$ cat config.mk
export PLATFORM = sky130hd
export DESIGN_NAME = endian_ldst_unit
export DESIGN_NICKNAME = d
export VERILOG_FILES = /design/src/rtl/lsu_pkg.sv /design/src/rtl/lsu_mode_latch.sv /design/src/rtl/lsu_store_pack.sv /design/src/rtl/lsu_load_merge.sv /design/src/rtl/endian_ldst_unit.sv
export SDC_FILE = /design/constraint.sdc
export NUM_CORES = 1
export LEC_CHECK = 0
export ABC_CLOCK_PERIOD_IN_PS = 3000
export CORE_ASPECT_RATIO = 2
export CORE_MARGIN = 3
export CORE_UTILIZATION = 57
export DETAILED_ROUTE_END_ITERATION = 12
export DONT_BUFFER_PORTS = 1
export PLACE_DENSITY_LB_ADDON = 0.12
export REMOVE_ABC_BUFFERS = 1
export SKIP_CTS_REPAIR_TIMING = 1
export SLEW_MARGIN = 20
export SYNTH_ARGS = -nofsm -noshare
export SYNTH_HDL_FRONTEND = slang
export SYNTH_SLANG_ARGS = --single-unit
export TNS_END_PERCENT = 100
$ cat constraint.sdc
create_clock -name clk -period 3 [get_ports clk]
set_clock_uncertainty 0.05 [all_clocks]
set_input_delay 0.15 -clock clk [delete_from_list [all_inputs] [get_ports clk]]
set_output_delay 0.15 -clock clk [all_outputs]
set_load 0.02 [all_outputs]
$ cat src/rtl/lsu_pkg.sv
package lsu_pkg;
  localparam int LANES  = 4;
  localparam int DATA_W = 8 * LANES;

  typedef enum logic [2:0] {
    S_IDLE, S_ISSUE1, S_WAIT1, S_ISSUE2, S_WAIT2
  } lsu_state_e;

  // Place store bytes over two consecutive words (lanes 0..7).
  function automatic logic [2*DATA_W-1:0] spread_data(logic [DATA_W-1:0] v,
      logic [1:0] off, logic word, logic big);
    logic [2*DATA_W-1:0] d;
    int p, s;
    d = '0;
    for (int i = 0; i < LANES; i++) begin
      if (word || i == 0) begin
        p = int'(off) + i;
        s = (word && big) ? (LANES - 1 - i) : i;
        d[p*8 +: 8] = v[s*8 +: 8];
      end
    end
    return d;
  endfunction

  function automatic logic [2*LANES-1:0] spread_be(logic [1:0] off, logic word);
    logic [2*LANES-1:0] be;
    be = '0;
    for (int i = 0; i < LANES; i++)
      if (word || i == 0) be[int'(off) + i] = 1'b1;
    return be;
  endfunction

  // Gather load bytes from two consecutive words.
  function automatic logic [DATA_W-1:0] collect(logic [2*DATA_W-1:0] pair,
      logic [1:0] off, logic word, logic big);
    logic [DATA_W-1:0] r;
    int p, s;
    r = '0;
    for (int i = 0; i < LANES; i++) begin
      if (word || i == 0) begin
        p = int'(off) + i;
        s = (word && big) ? (LANES - 1 - i) : i;
        r[s*8 +: 8] = pair[p*8 +: 8];
      end
    end
    return r;
  endfunction
endpackage

$ cat src/rtl/lsu_mode_latch.sv
module lsu_mode_latch (
  input  logic clk,
  input  logic rst_n,
  input  logic mode_i,
  output logic big_o,
  output logic seen_o
);
  always_ff @(posedge clk) begin
    if (!rst_n) begin
      big_o  <= 1'b0;
      seen_o <= 1'b0;
    end else if (!seen_o) begin
      big_o  <= mode_i;
      seen_o <= 1'b1;
    end
  end

  p_mode_hold_r1: assert property (@(posedge clk) disable iff (!rst_n)
    seen_o |=> $stable(big_o));
endmodule

$ cat src/rtl/lsu_store_pack.sv
module lsu_store_pack import lsu_pkg::*; (
  input  logic [DATA_W-1:0]   wdata_i,
  input  logic [1:0]          off_i,
  input  logic                word_i,
  input  logic                big_i,
  output logic [2*DATA_W-1:0] data_o,
  output logic [2*LANES-1:0]  be_o
);
  always_comb begin
    data_o = spread_data(wdata_i, off_i, word_i, big_i);
    be_o   = spread_be(off_i, word_i);
  end
endmodule

$ cat src/rtl/lsu_load_merge.sv
module lsu_load_merge import lsu_pkg::*; (
  input  logic [DATA_W-1:0] lo_i,
  input  logic [DATA_W-1:0] hi_i,
  input  logic [1:0]        off_i,
  input  logic              word_i,
  input  logic              big_i,
  output logic [DATA_W-1:0] data_o
);
  always_comb data_o = collect({hi_i, lo_i}, off_i, word_i, big_i);
endmodule

$ cat src/rtl/endian_ldst_unit.sv
module endian_ldst_unit import lsu_pkg::*; #(
  parameter int ADDR_W = 6
) (
  input  logic              clk,
  input  logic              rst_n,
  input  logic              boot_big_i,
  input  logic              strict_align_i,
  input  logic              req_valid_i,
  input  logic              req_write_i,
  input  logic              req_word_i,
  input  logic [ADDR_W-1:0] req_addr_i,
  input  logic [DATA_W-1:0] req_wdata_i,
  output logic              req_ready_o,
  output logic              mem_req_o,
  output logic              mem_we_o,
  output logic [ADDR_W-1:0] mem_addr_o,
  output logic [LANES-1:0]  mem_be_o,
  output logic [DATA_W-1:0] mem_wdata_o,
  input  logic              mem_rvalid_i,
  input  logic [DATA_W-1:0] mem_rdata_i,
  output logic              done_o,
  output logic              err_o,
  output logic [DATA_W-1:0] load_data_o
);
  localparam int WIDX_W = ADDR_W - 2;

  lsu_state_e          state_q;
  logic                big_q, mode_seen;
  logic                write_q, word_q, split_q;
  logic [1:0]          off_q;
  logic [WIDX_W-1:0]   widx_q, widx_next;
  logic [DATA_W-1:0]   wdata_q, lo_rd_q, merged, lo_sel;
  logic [2*DATA_W-1:0] pack_data;
  logic [2*LANES-1:0]  pack_be;
  logic [LANES-1:0]    first_be_q;
  logic                done_q, err_q;
  logic [DATA_W-1:0]   rdata_q;

  // named events for assertions
  logic take, misaligned_req, fault_take, second_acc;

  lsu_mode_latch u_mode (
    .clk(clk), .rst_n(rst_n), .mode_i(boot_big_i),
    .big_o(big_q), .seen_o(mode_seen)
  );

  lsu_store_pack u_pack (
    .wdata_i(wdata_q), .off_i(off_q), .word_i(word_q), .big_i(big_q),
    .data_o(pack_data), .be_o(pack_be)
  );

  assign lo_sel = (state_q == S_WAIT2) ? lo_rd_q : mem_rdata_i;

  lsu_load_merge u_merge (
    .lo_i(lo_sel), .hi_i(mem_rdata_i), .off_i(off_q), .word_i(word_q),
    .big_i(big_q), .data_o(merged)
  );

  assign req_ready_o    = mode_seen && (state_q == S_IDLE);
  assign take           = req_valid_i && req_ready_o;
  assign misaligned_req = req_word_i && (req_addr_i[1:0] != 2'b00);
  assign fault_take     = take && misaligned_req && strict_align_i;
  assign second_acc     = (state_q == S_ISSUE2);
  assign widx_next      = widx_q + 1'b1;

  assign mem_req_o   = (state_q == S_ISSUE1) || second_acc;
  assign mem_we_o    = mem_req_o && write_q;
  assign mem_addr_o  = {(second_acc ? widx_next : widx_q), 2'b00};
  assign mem_be_o    = second_acc ? pack_be[2*LANES-1:LANES] : pack_be[LANES-1:0];
  assign mem_wdata_o = second_acc ? pack_data[2*DATA_W-1:DATA_W] : pack_data[DATA_W-1:0];

  assign done_o      = done_q;
  assign err_o       = err_q;
  assign load_data_o = rdata_q;

  always_ff @(posedge clk) begin
    if (!rst_n) begin
      state_q    <= S_IDLE;
      write_q    <= 1'b0;
      word_q     <= 1'b0;
      split_q    <= 1'b0;
      off_q      <= '0;
      widx_q     <= '0;
      wdata_q    <= '0;
      lo_rd_q    <= '0;
      first_be_q <= '0;
      done_q     <= 1'b0;
      err_q      <= 1'b0;
      rdata_q    <= '0;
    end else begin
      done_q <= 1'b0;
      err_q  <= 1'b0;
      case (state_q)
        S_IDLE: if (take) begin
          write_q <= req_write_i;
          word_q  <= req_word_i;
          off_q   <= req_addr_i[1:0];
          widx_q  <= req_addr_i[ADDR_W-1:2];
          wdata_q <= req_wdata_i;
          split_q <= misaligned_req;
          if (fault_take) begin
            done_q  <= 1'b1;
            err_q   <= 1'b1;
            rdata_q <= '0;
          end else begin
            state_q <= S_ISSUE1;
          end
        end
        S_ISSUE1: begin
          first_be_q <= mem_be_o;
          state_q    <= S_WAIT1;
        end
        S_WAIT1: if (mem_rvalid_i) begin
          lo_rd_q <= mem_rdata_i;
          if (split_q) begin
            state_q <= S_ISSUE2;
          end else begin
            done_q  <= 1'b1;
            rdata_q <= write_q ? '0 : merged;
            state_q <= S_IDLE;
          end
        end
        S_ISSUE2: state_q <= S_WAIT2;
        S_WAIT2: if (mem_rvalid_i) begin
          done_q  <= 1'b1;
          rdata_q <= write_q ? '0 : merged;
          state_q <= S_IDLE;
        end
        default: state_q <= S_IDLE;
      endcase
    end
  end

  p_fault_done_r7: assert property (@(posedge clk) disable iff (!rst_n)
    fault_take |=> (done_o && err_o && !mem_req_o));
  p_err_with_done_r11: assert property (@(posedge clk) disable iff (!rst_n)
    err_o |-> done_o);
  p_busy_not_ready_r11: assert property (@(posedge clk) disable iff (!rst_n)
    (state_q != S_IDLE) |-> !req_ready_o);
  p_byte_one_lane_r4: assert property (@(posedge clk) disable iff (!rst_n)
    (mem_req_o && !word_q) |-> ($countones(mem_be_o) == 1));
  p_split_be_r9: assert property (@(posedge clk) disable iff (!rst_n)
    second_acc |-> (mem_be_o == ~first_be_q));
  p_aligned_addr_r8: assert property (@(posedge clk) disable iff (!rst_n)
    mem_req_o |-> (mem_addr_o[1:0] == 2'b00));
  p_done_after_resp_r6: assert property (@(posedge clk) disable iff (!rst_n)
    (done_o && !err_o) |-> $past(mem_rvalid_i));
endmodule

# [Word-level counts from Yosys, hierarchy flattened]
# Cells that the tools add are included.
[word_totals] out_inout_bits=79 word_cells=143 input_bits=78 register_bits=112
[op_classes] muxes=51 bitwise=5 order_cmp=8 n_shift=24 addsub=12 n_reduce_logical=20 eq_ne=10
[ops] operator="$mux 32" count=11
[ops] operator="$shift 8x33->64 const A" count=4
[ops] operator="$shiftx 8x33->64" count=4
[ops] operator="$bwmux 64" count=3
[ops] operator="$mux 64" count=3
[ops] operator="$neg 32->33" count=5
[ops] operator="$shift 8x33->32 const A" count=4
[ops] operator="$shiftx 8x33->32" count=4
[ops] operator="$shiftx 32x32->8" count=4
[ops] operator="$shiftx 64x32->8" count=2
[ops] operator="$neg 5->33" count=3
[ops] operator="$bwmux 32" count=3
[ops] operator="$ge 32x1->1 const B" count=3
[ops] operator="$lt 32x5->1 const B" count=3
[ops] operator="$pmux 32 s3" count=1
[ops] operator="$and 64x64->64" count=1
[ops] operator="$shiftx 64x6->8" count=1
[ops] operator="$shiftx 64x7->8" count=1
[ops] operator="$and 32x32->32" count=1
[ops] operator="$mux 8" count=3
[ops] operator="$or 8x8->8" count=2
[ops] operator="$pmux 3 s5" count=1
[ops] operator="$mux 3" count=4
[ops] operator="$ne 2x2->1 const B" count=6
[ops] operator="23 further kinds" count=53

# [Logic depth before layout (Yosys ltp)]
[depth] depth_word=15 depth_mapped=13 depth_no_buf=9

# [By module]
# Synthesis repeated with hierarchy kept, for this count alone.
[hier_totals] hier_cells=1255 area_unflattened_um2=9510.4
[by_module_without_submodules] module="endian_ldst_unit" n_inst=1 cells_each=662 seq_area_each_um2=2202.1 area_per_inst_um2=5016.1
[by_module_without_submodules] module="lsu_store_pack" n_inst=1 cells_each=464 seq_area_each_um2=0.0 area_per_inst_um2=3181.8
[by_module_without_submodules] module="lsu_load_merge" n_inst=1 cells_each=125 seq_area_each_um2=0.0 area_per_inst_um2=1256.2
[by_module_without_submodules] module="lsu_mode_latch" n_inst=1 cells_each=4 seq_area_each_um2=40.0 area_per_inst_um2=56.3

# [Least setup slack after synthesis]
# No wires, ideal clock.
[synth_timing] path_kind="register -> output" startpoint="register off_q[1]" endpoint="output port mem_wdata_o[15]" slack_ns=-0.952 n_path_buf=3 required_ns=2.800 arrival_time_ns=3.752 path_stages_with_launch=12 cell_sequence="dfxtp_1 -> clkbuf_1 -> clkinv_1 -> clkbuf_1 -> ha_1 -> clkinv_1 -> ha_1 -> clkbuf_1 -> nand2_1 -> o211ai_1 -> a21oi_1 -> a2111oi_0"
[synth_via] elab_chain_cells=10 word_cells_on_any_way=23 classes_between="7 x add/sub; 8 x shift; 7 x mux; 1 x bitwise"
[synth_rtl] item="start: declaration" line="endian_ldst_unit.sv:30" text="logic [1:0] off_q;"
[synth_rtl] item="start signal: assignment" line="endian_ldst_unit.sv:97" text="off_q <= req_addr_i[1:0];"
[synth_rtl] item="$add 2x1->3 or $neg 5->33 (tied branches)" line="lsu_pkg.sv:17, lsu_pkg.sv:19"
[synth_rtl] item="$neg 32->33, or another cell as far along" line="lsu_pkg.sv:19" text="d[p*8 +: 8] = v[s*8 +: 8];"
[synth_rtl] item="$shiftx 8x33->64, or another cell as far along" line="lsu_pkg.sv:19"
[synth_rtl] item="$bwmux 64" line="lsu_pkg.sv:19"
[synth_rtl] item="$mux 64" line="lsu_pkg.sv:16" text="if (word || i == 0) begin"
[synth_rtl] item="$bwmux 64" line="lsu_pkg.sv:19"
[synth_rtl] item="$mux 64" line="lsu_pkg.sv:16"
[synth_rtl] item="$bwmux 64" line="lsu_pkg.sv:19"
[synth_rtl] item="$mux 64 (*)" line="lsu_pkg.sv:16"
[synth_rtl] item="$mux 32 (*)" line="endian_ldst_unit.sv:70" text="assign mem_wdata_o = second_acc ? pack_data[2*DATA_W-1:DATA_W] : pack_data[DATA_W-1:0];"
[synth_rtl] item="end: declaration" line="endian_ldst_unit.sv:18" text="output logic [DATA_W-1:0] mem_wdata_o,"
# Mark *: on every way between the ends. The rest lies on a longest branch, timed or not.

# [Worst setup path after layout]
[layout_timing] startpoint="register off_q[1]" endpoint="output port mem_wdata_o[3]"
# The elaborated chain is that of the path after synthesis.

==> key figures <==
Synthesis
  – Register area share after synthesis: between 20% and 30%
  – Synth async-reset ratio: 0%
  – Mapped Area: between 8000 and 9000 sq um
  – Synth top area share: 25.5%
  – Number of flops mapped to enable cells by yosys: 0
  – Dominant cell type by area after synthesis: dfxtp_1
  – Post-Syn Instances: 1147
  – Mapped Avg Cell Area: 7.67 sq um
  – Warnings, synthesis: 0
  – Yosys reg bits: 112
  – Primary FF master, synth: dfxtp_1
  – Yosys cell types: 74
  – Top cells by area, synth: dfxtp_1 (25%), nand2_1 (8.2%), a21boi_0 (6.7%)

Status
  – Failing checks: setup timing
  – Outcome: finished, violations left

Timing
  – Fin crit period: approximately 3.0 ns
  – Final setup fails: 5
  – Max-slew violations: 0
  – Worst hold slack: 0.00948 ns
  – Slew at the pin with the worst max-slew slack: between 1 and 1.5 ns
  – RSZ-0062 raised after global routing: true
  – Sum Neg Setup Slack: -0.152 ns
  – Final WS setup: -0.0490 ns
  – Worst relative slew slack: around 28%
  – Fmax: approximately 0.33 GHz
  – Final worst-path cycle share: 102%
  – Final hold vios: 0

Die
  – Starting Density: around three fifths
  – # rows: 63
  – Die Y: approximately 180 um
  – Die Width: 93.8 um
  – Die Area: approximately 17000 sq um
  – # IOs: 157
  – CORE AREA: between 10000 and 15000 sq um

Cells and area
  – Final core utilization: 75.1%
  – Antenna cells: 0
  – Layout area overhead: 27.9%
  – Nets@finish: 1368
  – Layout cells sized above 1: a little over a fifth

Route
  – TritonRoute pass-1 iters: 6
  – Vias: 10.5k
  – Routed Antenna Nets: 0
  – Vias per cell: 7.12
  – # DRC: 0
  – WL per Instance: about 26 um
  – Initial DRC count: between 900 and 1k
  – Final WL: 37.8 mm

Global routing
  – GR Overflow Total: 0
  – Number of global-route vias before repair: around 10k
  – Global-route wire length before repair: roughly 54 mm
  – Initial antenna violation count: 0
  – GRT Total Usage: around two fifths
  – Largest net degree at the start of global routing: slightly below 90

Worst setup path
  – WP data required: about 2.8 ns
  – Worst-path maximum fanout: 8
  – Critical path's top delay family: simple AND/OR/NAND/NOR gates
  – WS Path Type: reg -> out
  – FF-to-FF setup slack: ~0.42 ns
  – Worst-path cell chain: clkinvlp_4 > ha_4 > nand3_1 > or4_4 > o21ai_2 > buf_6 > a221oi_1 > nor2_1 > buf_4
  – Arr. time, crit path: approximately 2.9 ns
  – Crit-path max cell delay: approximately 0.58 ns
  – R2R depth: 5
  – Reg2Reg Capture Point: load_data_o[17]
  – CP bufs+invs: 3
  – Slowest cell on crit path: or4_4
  – Worst setup SP type: flip-flop
  – CP endpoint kind: output port
  – Worst R2R Start: state_q[2]

Placed design
  – GP Congestion: between 1 and 1.5
  – IO Port Bufs: 0
  – Post-DP HPWL: 26.4 mm

Clock tree
  – H-tree Lvls: 3
  – Clock latency on the worst-skew pair: 0.37 ns
  – Root Driver: clkbuf_16
  – Num CTS Buffers: 9
  – Clock Tree Buf Depth: 2
  – CTS tree: built
  – Clk sinks: 112
  – Worst-path clk slew: about 0.080 ns

Hold path
  – Worst hold path depth: 3
  – Min-delay src: mem_rvalid_i
  – Hold Crit Endpoint: state_q[0]
  – Worst Hold Class: in -> reg

Flow run
  – Max Cap Violations: 0

Power
  – Pwr dens: around 320 nW/um^2
  – PnR Total Power: around 3.6 mW
  – Worst VDD drop: ~0.38 mV
  – Static Leak: about 4.2 nW
where the power goes:
group          leakage (nW)  internal, mW  switching [mW]
Sequential            0.910          1.52          0.0529
Clock                 0.131         0.589           0.606
Combinational          3.11         0.363           0.515
Total                  4.15          2.47            1.17
logic make-up (layout without fill, tap and decap cells):
kind of cell             count (synthesis)  after routing  share of synthesized area (%)
flip-flops                             112            112                           25.5
buffers and inverters                  113            246                           5.46
AND/OR/NAND/NOR                        416            416                           23.0
adder cells (fa/ha/maj)                 13             13                           1.85
other                                    1              2                         0.0426
XOR/XNOR                                 3              3                          0.299
AO/OA/AOI/OAI                          422            422                           35.1
multiplexers                            67             67                           8.82
worst min-delay path, stage by stage:
cell and delay [ns]:
nand3_1 0.07, o31a_1 0.13, nor3_1 0.04
routing by layer:
layer / track usage, % / routed length [um] / vias up
met4: 32.8 / 3890 / 0
met2: 70.2 / 18900 / 744
met5: 0 / 0 / -
li1: - / - / 4593
met1: 41.2 / 11800 / 4905
met3: 9.49 / 3240 / 261
how the worst max path moves through the flow:
stage	from	to	slack, ns	cells after the start
after global routing	off_q[1]	mem_wdata_o[4]	-0.11	9
after floorplan	off_q[1]	mem_wdata_o[15]	-2.72	7
after detailed placement	off_q[1]	mem_wdata_o[26]	0.05	10
final	off_q[1]	mem_wdata_o[3]	-0.05	9
after global placement	off_q[1]	mem_wdata_o[26]	0.06	10
after CTS	off_q[1]	mem_wdata_o[26]	-0.36	10
synthesized netlist by cell type, drive strengths merged, types with 4 or more instances:
| cell | count |
|---|---|
| o22ai | 16 |
| inv | 10 |
| clkbuf | 64 |
| o221ai | 8 |
| nand2 | 193 |
| a22oi | 32 |
| nand3 | 42 |
| nor4b | 6 |
| o32ai | 20 |
| mux4 | 7 |
| nand4 | 5 |
| buf | 36 |
| nor2 | 70 |
| a211oi | 16 |
| o31ai | 5 |
| o21ai | 51 |
| nor3b | 6 |
| and4b | 10 |
| a2111oi | 4 |
| and2 | 7 |
| mux2i | 52 |
| o211ai | 13 |
| or3b | 4 |
| ha | 13 |
| a21o | 14 |
| a222oi | 10 |
| o21a | 4 |
| nor4bb | 5 |
| nand2b | 15 |
| a211o | 16 |
| a21bo | 11 |
| o221a | 5 |
| a22o | 9 |
| nor2b | 7 |
| a31o | 9 |
| a21boi | 78 |
| or3 | 4 |
| and3 | 12 |
| nand3b | 5 |
| a31oi | 8 |
| a221oi | 19 |
| dfxtp | 112 |
| nor3 | 14 |
| mux2 | 8 |
| a21oi | 62 |
cells in the final DEF (no fill, tap or decap), types with 9 or more instances in the layout:
cell           synthesis  routed
o21ai_0               46      40
a222oi_1              10      10
a22o_1                 9       9
clkbuf_16              0       9
nand2_1              193     193
a21bo_2               11      11
a22oi_1               32      30
buf_6                  2      10
o211ai_1              13      13
a21o_1                14      14
a21boi_0              78      78
o32ai_1               20      12
a211o_1               16      16
a211oi_1              16      15
and3_1                12      10
o22ai_1               16      16
nand3_1               42      42
a221oi_1              18      15
nor3_1                14      13
a21oi_1               61      54
mux2i_1               52      52
nand2b_1              15      14
buf_4                  2     129
dfxtp_1              112     107
nor2_1                70      67
dlygate4sd3_1          0      75
and4b_1               10      10
flip-flops by register name, indices dropped and copies added (netlist names):
signal	flops
err_o	1
done_o	1
widx_q	4
u_mode.seen_o	1
u_mode.big_o	1
wdata_q	32
word_q	1
state_q	3
write_q	1
load_data_o	32
off_q	2
split_q	1
lo_rd_q	32
stage by stage:
stage | instances | instance area (sq um) | setup WS (ns)
finish | 1476 | 11200 | -0.0490
global route | 1476 | 11200 | -0.114
CTS | 1389 | 9940 | -0.357
detailed placement | 1374 | 9660 | 0.0507
global placement | 1374 | 9660 | 0.0617
floorplan | 1048 | 8370 | -2.72
final cells by class:
type	instances	area, sq um
fill	1123	3730
timing repair buffer	218	1920
sequential	112	2250
clock inverter	5	41.3
tap	195	244
inverter	13	55.1
clock buffer	10	239
multi-input combinational	923	6500
Note: power is estimated with default switching activity, not from simulation.
